### config.mk
export PLATFORM = sky130hd
export DESIGN_NAME = lpm_entry_ctrl
export DESIGN_NICKNAME = d
export VERILOG_FILES = /design/src/rtl/lpm_pkg.sv /design/src/rtl/lpm_decode.sv /design/src/rtl/lpm_state_reg.sv /design/src/rtl/lpm_outputs.sv /design/src/rtl/lpm_entry_ctrl.sv
export SDC_FILE = /design/constraint.sdc
export NUM_CORES = 1
export LEC_CHECK = 0
export BUFFER_PORTS_ARGS = -buffer_cell sky130_fd_sc_hd__buf_4
export CAP_MARGIN = 20
export CORE_AREA = 4 4 41 43
export DETAILED_ROUTE_END_ITERATION = 6
export DIE_AREA = 0 0 45 47
export PLACE_DENSITY = 0.67
export SLEW_MARGIN = 20
export SYNTH_ARGS = -nofsm -noshare
export SYNTH_HDL_FRONTEND = slang
export SYNTH_SLANG_ARGS = --single-unit
### constraint.sdc
create_clock -name clk -period 2.85 [get_ports clk]
set_input_delay 0.1425 -clock clk [delete_from_list [all_inputs] [get_ports clk]]
set_output_delay 0.1425 -clock clk [all_outputs]
set_load 0.02 [all_outputs]
### src/rtl/lpm_pkg.sv
package lpm_pkg;
  localparam int LP_NSTATES = 5;

  typedef enum logic [LP_NSTATES-1:0] {
    LP_RUN       = 5'b00001,
    LP_SLEEP_PLL = 5'b00010,
    LP_SLEEP_MN  = 5'b00100,
    LP_STOP      = 5'b01000,
    LP_TIMEBASE  = 5'b10000
  } lp_state_e;

  typedef struct packed {
    logic      valid;
    lp_state_e target;
  } lp_entry_t;

  // Halt dominates; then timer-off=0 picks timebase; then doze picks a sleep
  // flavour from the clock source.
  function automatic lp_entry_t lp_pick(input logic doze, input logic halt,
                                        input logic tb_off, input logic main_src);
    lp_entry_t e;
    e.valid  = 1'b0;
    e.target = LP_RUN;
    if (halt) begin
      e.valid  = 1'b1;
      e.target = LP_STOP;
    end else if (doze && !tb_off) begin
      e.valid  = 1'b1;
      e.target = LP_TIMEBASE;
    end else if (doze) begin
      e.valid  = 1'b1;
      e.target = main_src ? LP_SLEEP_MN : LP_SLEEP_PLL;
    end
    return e;
  endfunction
endpackage

### src/rtl/lpm_decode.sv
module lpm_decode
  import lpm_pkg::*;
(
  input  logic      doze,
  input  logic      halt,
  input  logic      tb_off,
  input  logic      main_src,
  output lp_entry_t entry
);
  assign entry = lp_pick(doze, halt, tb_off, main_src);

  always_comb begin
    if (halt) a_stop_wins_r3 : assert (entry.target == LP_STOP);
    if (!doze && !halt) a_noop_r5 : assert (!entry.valid);
  end
endmodule

### src/rtl/lpm_state_reg.sv
module lpm_state_reg
  import lpm_pkg::*;
(
  input  logic      clk,
  input  logic      rst_n,
  input  logic      wr_en,
  input  logic      irq_pending,
  input  lp_entry_t entry,
  output lp_state_e state,
  output logic      take_entry,
  output logic      take_wake
);
  lp_state_e state_q, state_d;
  logic      in_run;

  assign in_run     = (state_q == LP_RUN);
  assign take_entry = in_run && wr_en && entry.valid && !irq_pending;
  assign take_wake  = !in_run && irq_pending;

  always_comb begin
    state_d = state_q;
    if (take_entry)     state_d = entry.target;
    else if (take_wake) state_d = LP_RUN;
  end

  always_ff @(posedge clk or negedge rst_n) begin
    if (!rst_n) state_q <= LP_RUN;
    else        state_q <= state_d;
  end

  assign state = state_q;

  p_onehot_r12 : assert property (@(posedge clk) disable iff (!rst_n)
    $countones(state_q) == 1);
  p_irq_blocks_r6 : assert property (@(posedge clk) disable iff (!rst_n)
    (in_run && wr_en && irq_pending) |=> (state_q == LP_RUN));
  p_wake_r9 : assert property (@(posedge clk) disable iff (!rst_n)
    (!in_run && irq_pending) |=> (state_q == LP_RUN));
  p_frozen_r11 : assert property (@(posedge clk) disable iff (!rst_n)
    (!in_run && !irq_pending) |=> $stable(state_q));
  p_noop_r5 : assert property (@(posedge clk) disable iff (!rst_n)
    (in_run && wr_en && !wr_valid_any()) |=> (state_q == LP_RUN));

  function automatic logic wr_valid_any();
    return entry.valid;
  endfunction
endmodule

### src/rtl/lpm_outputs.sv
module lpm_outputs
  import lpm_pkg::*;
#(
  parameter int                NPINS        = 16,
  parameter logic [NPINS-1:0]  BUS_PIN_MASK = 16'h00F0
) (
  input  lp_state_e        state,
  output logic             cpu_clk_en,
  output logic [NPINS-1:0] pin_hold
);
  logic low_power;

  assign low_power  = (state != LP_RUN);
  assign cpu_clk_en = !low_power;

  for (genvar p = 0; p < NPINS; p++) begin : g_pin
    if (BUS_PIN_MASK[p]) begin : g_bus
      assign pin_hold[p] = 1'b0;
    end else begin : g_gen
      assign pin_hold[p] = low_power;
    end
  end
endmodule

### src/rtl/lpm_entry_ctrl.sv
module lpm_entry_ctrl
  import lpm_pkg::*;
#(
  parameter int               NPINS        = 16,
  parameter logic [NPINS-1:0] BUS_PIN_MASK = 16'h00F0
) (
  input  logic                  clk,
  input  logic                  rst_n,
  input  logic                  wr_en,
  input  logic                  wr_doze,
  input  logic                  wr_halt,
  input  logic                  wr_tb_off,
  input  logic                  clk_src_main,
  input  logic                  irq_pending,
  output logic                  cpu_clk_en,
  output logic [LP_NSTATES-1:0] state_onehot,
  output logic [NPINS-1:0]      pin_hold
);
  lp_entry_t entry;
  lp_state_e state;
  logic      take_entry, take_wake;

  lpm_decode u_decode (
    .doze(wr_doze), .halt(wr_halt), .tb_off(wr_tb_off),
    .main_src(clk_src_main), .entry(entry)
  );

  lpm_state_reg u_state (
    .clk(clk), .rst_n(rst_n), .wr_en(wr_en), .irq_pending(irq_pending),
    .entry(entry), .state(state), .take_entry(take_entry), .take_wake(take_wake)
  );

  lpm_outputs #(.NPINS(NPINS), .BUS_PIN_MASK(BUS_PIN_MASK)) u_out (
    .state(state), .cpu_clk_en(cpu_clk_en), .pin_hold(pin_hold)
  );

  assign state_onehot = state;

  p_sleep_flavour_r2 : assert property (@(posedge clk) disable iff (!rst_n)
    (take_entry && wr_doze && wr_tb_off && !wr_halt) |=>
      (state_onehot == ($past(clk_src_main) ? 5'b00100 : 5'b00010)));
  p_timebase_r4 : assert property (@(posedge clk) disable iff (!rst_n)
    (take_entry && wr_doze && !wr_tb_off && !wr_halt) |=> (state_onehot == 5'b10000));
  p_gate_r7 : assert property (@(posedge clk) disable iff (!rst_n)
    take_wake |=> cpu_clk_en);
  p_hold_r8 : assert property (@(posedge clk) disable iff (!rst_n)
    !cpu_clk_en |-> (pin_hold == ~BUS_PIN_MASK));
  p_nohold_run_r8 : assert property (@(posedge clk) disable iff (!rst_n)
    cpu_clk_en |-> (pin_hold == '0));
endmodule

==> impl_metrics.ini, run 1 <==
[floorplan]
dieArea_um2 = 2120
dieHeight_um = 47
die-width_um = 45
initial_core_util_pct = 29.4
rows = 13
core_area_um2 = 1300
io_pins = 30

[setup_path]
worstPathCellList = nor4_1 > nand2_1 > inv_1 > buf_4
arrival_ns = 1.61
worst_setup_path_start_kind = flop
ff2ff_setup_slack_ns = 1.41
cp_num_buf_inv = 2
crit_fanout = 13
criticalPathCategory = reg -> out
crit_slowest_cell = dfrtp_1
critPathMaxStageDelay_ns = 0.43
startpoint = u_state.state[3]
r2r_start = u_state.state[3]
crit_path_end_kind = output pin
required_ns = 2.71
path_delay_family = simple AND/OR/NAND/NOR gates

[clocking]
cts_tree = yes
clock-sinks = 5
cts_buffer_depth = 2
clk_latency_ns = 0.25
root_buffer = clkbuf_4
htree_levels = 1
clk_pin_slew_ns = 0.04
cts_made_buffers = 3
cts_resized = 0

[grt]
grt_use_met3_pct = 4.21
gr-usage-met1_pct = 9.91
grt_max_degree = 14
grt_antenna_before_repair = 0
gr-total-overflow = 0
grt_busiest_layer = met2
grt_usage_pct = 10.2
grt_pass1_vias = 354
grt_pass1_wl_mm = 1.45
met2_usage_pct = 15.8

[sta]
fin_skew_ns = 0.000671
max_freq_mhz = 571
hold_ws_ns = 0.0849
rsz0062_at_grt = false
finalHoldViolCount = 0
min_period_ns = 1.75
post-route-period-util_pct = 61.5
finalSetupViolCount = 0
final.setup.tns_ns = 0
timing.final.max_slew_violations = 0

[power_and_ir_drop]
ir_worst_vdd_mv = 0.309
p_int_mw = 0.193
p_leak_nw = 0.279
clkPwrFrac_pct = 26.4
power_frac_comb_pct = 48.4
p_switching_mw = 0.130
p_per_area_nw_per_um2 = 626
swShare_pct = 40.2
pwr-share-seq_pct = 25.2

[placement]
port_buffers = 25
dpl.hpwl_um = 723
gp_congestion = 0.758
place_area_um2 = 480

[synthesis]
synth_seq_cells = 5
syn_area_per_cell_um2 = 9.12
syn_inst = 42
ys_types = 17
synth_warnings = 0
seq_area_frac_synth_pct = 33.0
syn_area_um2 = 383

[layout]
multi_input_area_um2 = 133
seq_area_um2 = 126
final_nets = 68
stdcell_area_um2 = 517
diodes = 0
largest_register_ffs = 5
fill_cells = 141
syn2layout_area_growth_pct = 35.0
drive_gt1_share_pct = 50.8

[route]
wl_per_cell_um = 11.8
via_count = 325
viasPerCell = 4.39
routed_wl_um = 873
ant_nets = 0
drc = 0
drt-initial-drc-count = 4
drt_first_pass_iters = 2

[hold_path]
hold_path_class = in -> reg
worstHoldStart = irq_pending

[run_status]
outcome = complete, no violations

[job]
cap_violations = 0
kinds of logic after synthesis:
group | after synthesis | share of synthesized area, %
buf+inv | 20 | 35.3
compound gates | 5 | 11.1
other cells | 1 | 0.979
flops | 5 | 33.0
simple gates | 11 | 19.6
per-layer routing:
metal / vias to the layer above / routed length, um
met2: 18 / 441
met4: 0 / 28
met5: - / 0
li1: 154 / -
met3: 3 / 86
met1: 150 / 317
layout make-up:
class                   count  share of cell area, %
repair buffers             26                   38.3
inverters                   4                   2.91
flip-flops and latches      5                   24.5
clock buffers               4                   5.08
multi-input cells          20                   25.7
well taps                  15                   3.63
power by group through the flow:
stage / clock [mW] / sequential, mW / combinational (mW)
floorplan: 0 / 0.0862 / 0.127
global placement: 0 / 0.0824 / 0.156
detailed placement: 0 / 0.0825 / 0.157
CTS: 0.0893 / 0.0813 / 0.159
global route: 0.0970 / 0.0820 / 0.166
finish: 0.0854 / 0.0815 / 0.157
synth_stat cells (all sizes together):
master | number | area share [%]
a211o | 1 | 2.3
nor3b | 1 | 2.0
nor4 | 1 | 1.6
dfrtp | 4 | 26
o41ai | 1 | 2.3
dfstp | 1 | 6.9
nor4b | 1 | 6.2
nor2b | 1 | 1.6
buf | 16 | 31
conb | 1 | 0.98
inv | 4 | 3.9
a32o | 2 | 5.2
nor3 | 1 | 1.3
nand2b | 1 | 1.6
a21oi | 1 | 1.3
nand2 | 4 | 3.9
nand3 | 1 | 1.3
timing repair:
item	in CTS	in global routing
setup buffers	0	0
hold buffers	1	0
endpoints found under the hold margin	5	0
final timing paths:
check,endpoint,cells after the start
worst max-delay path,cpu_clk_en,4
worst min-delay path,u_state.state[3],2
worst max register to register,u_state.state[2],4
worst min register to register,u_state.state[1],1
max in group asynchronous,u_state.state[0],2
min in group asynchronous,u_state.state[3],2
layout by cell type, fill, tap and decap left out, types with 2 or more instances in the layout:
cell	instances
a32o_1	2
inv_1	4
conb_1	4
dfrtp_1	4
nand2_1	4
buf_4	25
clkbuf_4	3
per-stage QoR:
stage,utilization [%],cells,setup WS (ns),power [mW]
after floorplan,-,45,1.35,0.213
after global placement,36.9,69,1.41,0.238
after detailed placement,36.9,69,1.34,0.240
after CTS,39.7,74,1.06,0.330
after global routing,39.7,74,0.991,0.346
final,39.7,74,1.10,0.323
worst register-to-register path, delay by kind of cell (launching register included):
family | cells | cell delay, ns
AND/OR/NAND/NOR | 2 | 0.58
AO/OA/AOI/OAI | 1 | 0.18
buffers and inverters | 1 | 0.19
flip-flops | 1 | 0.43
Power figures use the tool's default switching activity.
==> inputs of run 2 (changes only) <==
- clock period: 2.85 -> 1.8 ns (I/O delays scaled with it)
==> run 2 against run 1 <==
  * Sequential power rose by 58%
  * Critical path depth stayed put
  * Global-route usage decreased by 0.87 points
  * Worst setup slack lost 0.98 ns
  * Non-clock buffer count is the same
  * Power is 55% higher
  * Clock skew barely moved
  * Sequential share of layout area stayed put
==> impl_metrics.ini, run 2 (synthesized netlist as in run 1, its figures left out) <==
[run_status]
outcome = complete, no violations

[layout]
drive_gt1_share_pct = 50.8
final_cell_mix = buf_4, nand2_1, inv_1, conb_1, dfrtp_1
final_nets = 68
largest_register_ffs = 5
final_common_cell = buf_4
diodes = 0
syn2layout_area_growth_pct = 35.0

[sta]
final.setup.tns_ns = 0
min_period_ns = 1.68
post-route-period-util_pct = 93.2
finalHoldViolCount = 0
timing.final.max_slew_violations = 0
rsz0062_at_grt = false
fin_skew_ns = 0.000189
setup_slack_ns = 0.123
finalSetupViolCount = 0
max_freq_mhz = 596

[grt]
gr-total-overflow = 0
grt_usage_pct = 9.29
grt_pass1_vias = 341
grt_pass1_wl_mm = 1.39
grt_antenna_before_repair = 0
grt_max_degree = 14

[floorplan]
initial_core_util_pct = 29.4
rows = 13
io_pins = 30
die-width_um = 45
dieArea_um2 = 2120
core_area_um2 = 1300
dieHeight_um = 47

[setup_path]
crit_path_end_kind = output pin
crit_fanout = 13
worst_setup_path_start_kind = flop
criticalPathCategory = reg -> out
r2r_start = u_state.state[3]
worstPathCellList = nor4_1 > nand2_1 > inv_1 > buf_4
ff2ff_setup_slack_ns = 0.37
ff2ff_path_depth = 4
required_ns = 1.71
r2r-end = u_state.state[1]
arrival_ns = 1.59
critPathMaxStageDelay_ns = 0.43
crit_slowest_cell = dfrtp_1

[hold_path]
min_to = u_state.state[3]
worstHoldStart = irq_pending
hold_depth = 2
hold_path_class = in -> reg

[clocking]
cts_buffer_depth = 2
cts_tree = yes
htree_levels = 1
clk_pin_slew_ns = 0.04
postCtsSetupBuffers = 0
root_buffer = clkbuf_4
cts_made_buffers = 3
clk_latency_ns = 0.23
clock-sinks = 5

[power_and_ir_drop]
p_per_area_nw_per_um2 = 970
power_frac_comb_pct = 49.5
p_int_mw = 0.306
ir_worst_vdd_mv = 0.384
p_switching_mw = 0.196
pwr-share-seq_pct = 25.8
p_leak_nw = 0.279
swShare_pct = 39.0
clkPwrFrac_pct = 24.7

[placement]
gp_congestion = 0.752
dpl.hpwl_um = 765
pre_cts_slack_ns = 0.360
port_buffers = 25

[route]
drt_first_pass_iters = 1
top_layer = met3
wl_met1_um = 302
wl_per_cell_um = 11.6
wl_met3_um = 71
via_count = 316
drc = 0
routed_wl_um = 857
viasPerCell = 4.27
drt-initial-drc-count = 0
ant_nets = 0
route.met2.wl_um = 482

[job]
cap_violations = 0
-- run 2: cell counts in the layout (fill, tap and decap cells not counted) --
No cell type changed its count.
-- run 2: through the flow --
| step | hold slack [ns] | cell area (um^2) | instances | power, mW | utilization (%) |
|---|---|---|---|---|---|
| after global routing | 0.0523 | 517 | 74 | 0.528 | 39.7 |
| after floorplan | -0.206 | 394 | 45 | 0.337 | - |
| after detailed placement | -0.107 | 480 | 69 | 0.381 | 36.9 |
| after global placement | -0.107 | 480 | 69 | 0.377 | 36.9 |
| final | 0.0449 | 517 | 74 | 0.501 | 39.7 |
| after CTS | 0.0400 | 517 | 74 | 0.511 | 39.7 |
-- run 2: power groups by stage --
| stage | Clock [mW] | Sequential, mW | Combinational, mW |
|---|---|---|---|
| finish | 0.124 | 0.129 | 0.248 |
| global route | 0.134 | 0.130 | 0.264 |
| CTS | 0.130 | 0.129 | 0.252 |
| detailed placement | 0 | 0.130 | 0.250 |
| global placement | 0 | 0.130 | 0.247 |
| floorplan | 0 | 0.136 | 0.201 |
-- run 2: critical path, delay by kind of cell (launching register included) --
| kind | cells | cell delay (ns) |
|---|---|---|
| flops | 1 | 0.43 |
| simple gates | 2 | 0.57 |
| buf+inv | 2 | 0.36 |
-- run 2: timing repair --
action	CTS	global route
endpoints found under the hold margin	5	0
hold buffers	1	0
resized for setup	0	0
-- run 2: worst max path at each step --
stage                          start                to
CTS                 u_state.state[3]        cpu_clk_en
global placement    u_state.state[3]  u_state.state[1]
detailed placement  u_state.state[3]        cpu_clk_en
global route        u_state.state[3]        cpu_clk_en
floorplan           u_state.state[3]  u_state.state[2]
finish              u_state.state[3]        cpu_clk_en
-- run 2: final cells by class --
class                      count  area, um^2
clock buffer                   4        26.3
sequential                     5         126
fill                         142         785
timing repair buffer          26         198
tap                           15        18.8
inverter                       4        15.0
multi-input combinational     20         133
-- run 2: metal layers --
layer  global-route usage, %  vias up
met1                    9.91      148
li1                        -      153
met2                    16.1       15
met3                    1.92        0
met4                    7.02        0
met5                       0        -
==> inputs of run 3 (changes only) <==
- PLACE_DENSITY: 0.67 -> 0.64
==> run 3 against run 2 <==
  * Clock-buffer cell count did not move
  * Sequential power barely moved
  * Global-route usage fell by 0.79 points
  * Fmax fell by 0.49%
  * Routed wire length fell by 3.6%
  * Power fell by 0.33%
  * Core utilization did not move
  * Register-to-register slack got worse by 0.02 ns
  * Highest routed layer is now met4
==> impl_metrics.ini, run 3 (synthesized netlist as in run 1, its figures left out) <==
[setup_path]
crit_fanout = 13
required_ns = 1.71
r2r-end = u_state.state[2]
criticalPathCategory = reg -> out
crit_path_end_kind = output pin
ff2ff_setup_slack_ns = 0.35
crit_path_end = cpu_clk_en
r2r_start = u_state.state[3]
worst_setup_path_start_kind = flop
arrival_ns = 1.60
startpoint = u_state.state[3]
ff2ff_path_depth = 4

[placement]
pre_cts_slack_ns = 0.342
placedCellCount = 69
port_buffers = 25
place_area_um2 = 480
dpl.hpwl_um = 721
gp_congestion = 0.738

[layout]
drive_gt1_share_pct = 50.8
stdcell_area_um2 = 517
utilization_pct = 39.7
final_cell_count_no_fill = 74
final_common_cell = buf_4
final_cell_mix = buf_4, nand2_1, inv_1, conb_1, dfrtp_1
final_nets = 68
diodes = 0
syn2layout_area_growth_pct = 35.0
largest_register_ffs = 5

[route]
routed_wl_um = 826
drc = 0
drt-initial-drc-count = 3
drt_first_pass_iters = 3
via_count = 318
ant_nets = 0
viasPerCell = 4.30
wl_per_cell_um = 11.2

[sta]
final.setup.tns_ns = 0
finalHoldViolCount = 0
timing.final.max_slew_violations = 0
setup_slack_ns = 0.114
post-route-period-util_pct = 93.7
min_period_ns = 1.69
hold_ws_ns = 0.0452
fin_skew_ns = 0.00388
max_freq_mhz = 593
finalSetupViolCount = 0
rsz0062_at_grt = false

[grt]
gr-total-overflow = 0
grt_usage_pct = 8.50
grt_pass1_wl_mm = 1.25
grt_antenna_before_repair = 0
grt_pass1_vias = 303
grt_max_degree = 14

[floorplan]
dieArea_um2 = 2120
io_pins = 30
dieHeight_um = 47
initial_core_util_pct = 29.4
core_area_um2 = 1300
rows = 13
die-width_um = 45

[clocking]
clock-sinks = 5
cts_made_buffers = 3
cts_buffer_depth = 2
postCtsSetupBuffers = 0
clk_pin_slew_ns = 0.04
htree_levels = 1
cts_tree = yes
root_buffer = clkbuf_4
clk_latency_ns = 0.24
cts_resized = 0

[power_and_ir_drop]
p_per_area_nw_per_um2 = 967
ir_worst_vdd_mv = 0.516
p_leak_nw = 0.279
power_mw = 0.500

[job]
cap_violations = 0

[hold_path]
hold_path_class = in -> reg

[run_status]
outcome = complete, no violations
-- run 3: layout make-up --
| cell class | instances | area [um^2] |
|---|---|---|
| flip-flops and latches | 5 | 126 |
| inverters | 4 | 15.0 |
| clock buffers | 4 | 26.3 |
| repair buffers | 26 | 198 |
| fillers | 139 | 785 |
| well taps | 15 | 18.8 |
| multi-input cells | 20 | 133 |
-- run 3: worst min path at each step --
| stage | to | depth (start not counted) | start |
|---|---|---|---|
| after global placement | u_state.state[3] | 1 | rst_n |
| after detailed placement | u_state.state[4] | 1 | rst_n |
| final | u_state.state[3] | 2 | irq_pending |
| after CTS | u_state.state[3] | 2 | irq_pending |
| after global routing | u_state.state[3] | 2 | irq_pending |
| after floorplan | u_state.state[1] | 0 | rst_n |
-- run 3: worst max-delay path, cell delays in order, from the launching register on --
cell and delay (ns):
dfrtp_1 0.43, nor4_1 0.32, nand2_1 0.28, inv_1 0.17
buf_4 0.16
-- run 3: timing repair --
action                     4_1_cts  5_1_grt
hold buffers                     1        0
setup endpoints to repair        0        0
hold endpoints to repair         5        0
-- run 3: layer usage --
layer	share of wire, %	vias to the layer above	wire length (um)	GRT usage, %
met5	0	-	0	0
met4	1.6	0	13	5.26
met3	9.1	2	75	3.45
met2	53	19	437	15.3
met1	36	140	299	8.08
li1	-	157	-	-
-- run 3: power breakdown --
| group | switching, mW | internal, mW | leakage (nW) |
|---|---|---|---|
| registers | 0.00811 | 0.121 | 0.0655 |
| clock network | 0.0409 | 0.0835 | 0.0150 |
| logic | 0.145 | 0.102 | 0.198 |
| total | 0.194 | 0.306 | 0.279 |
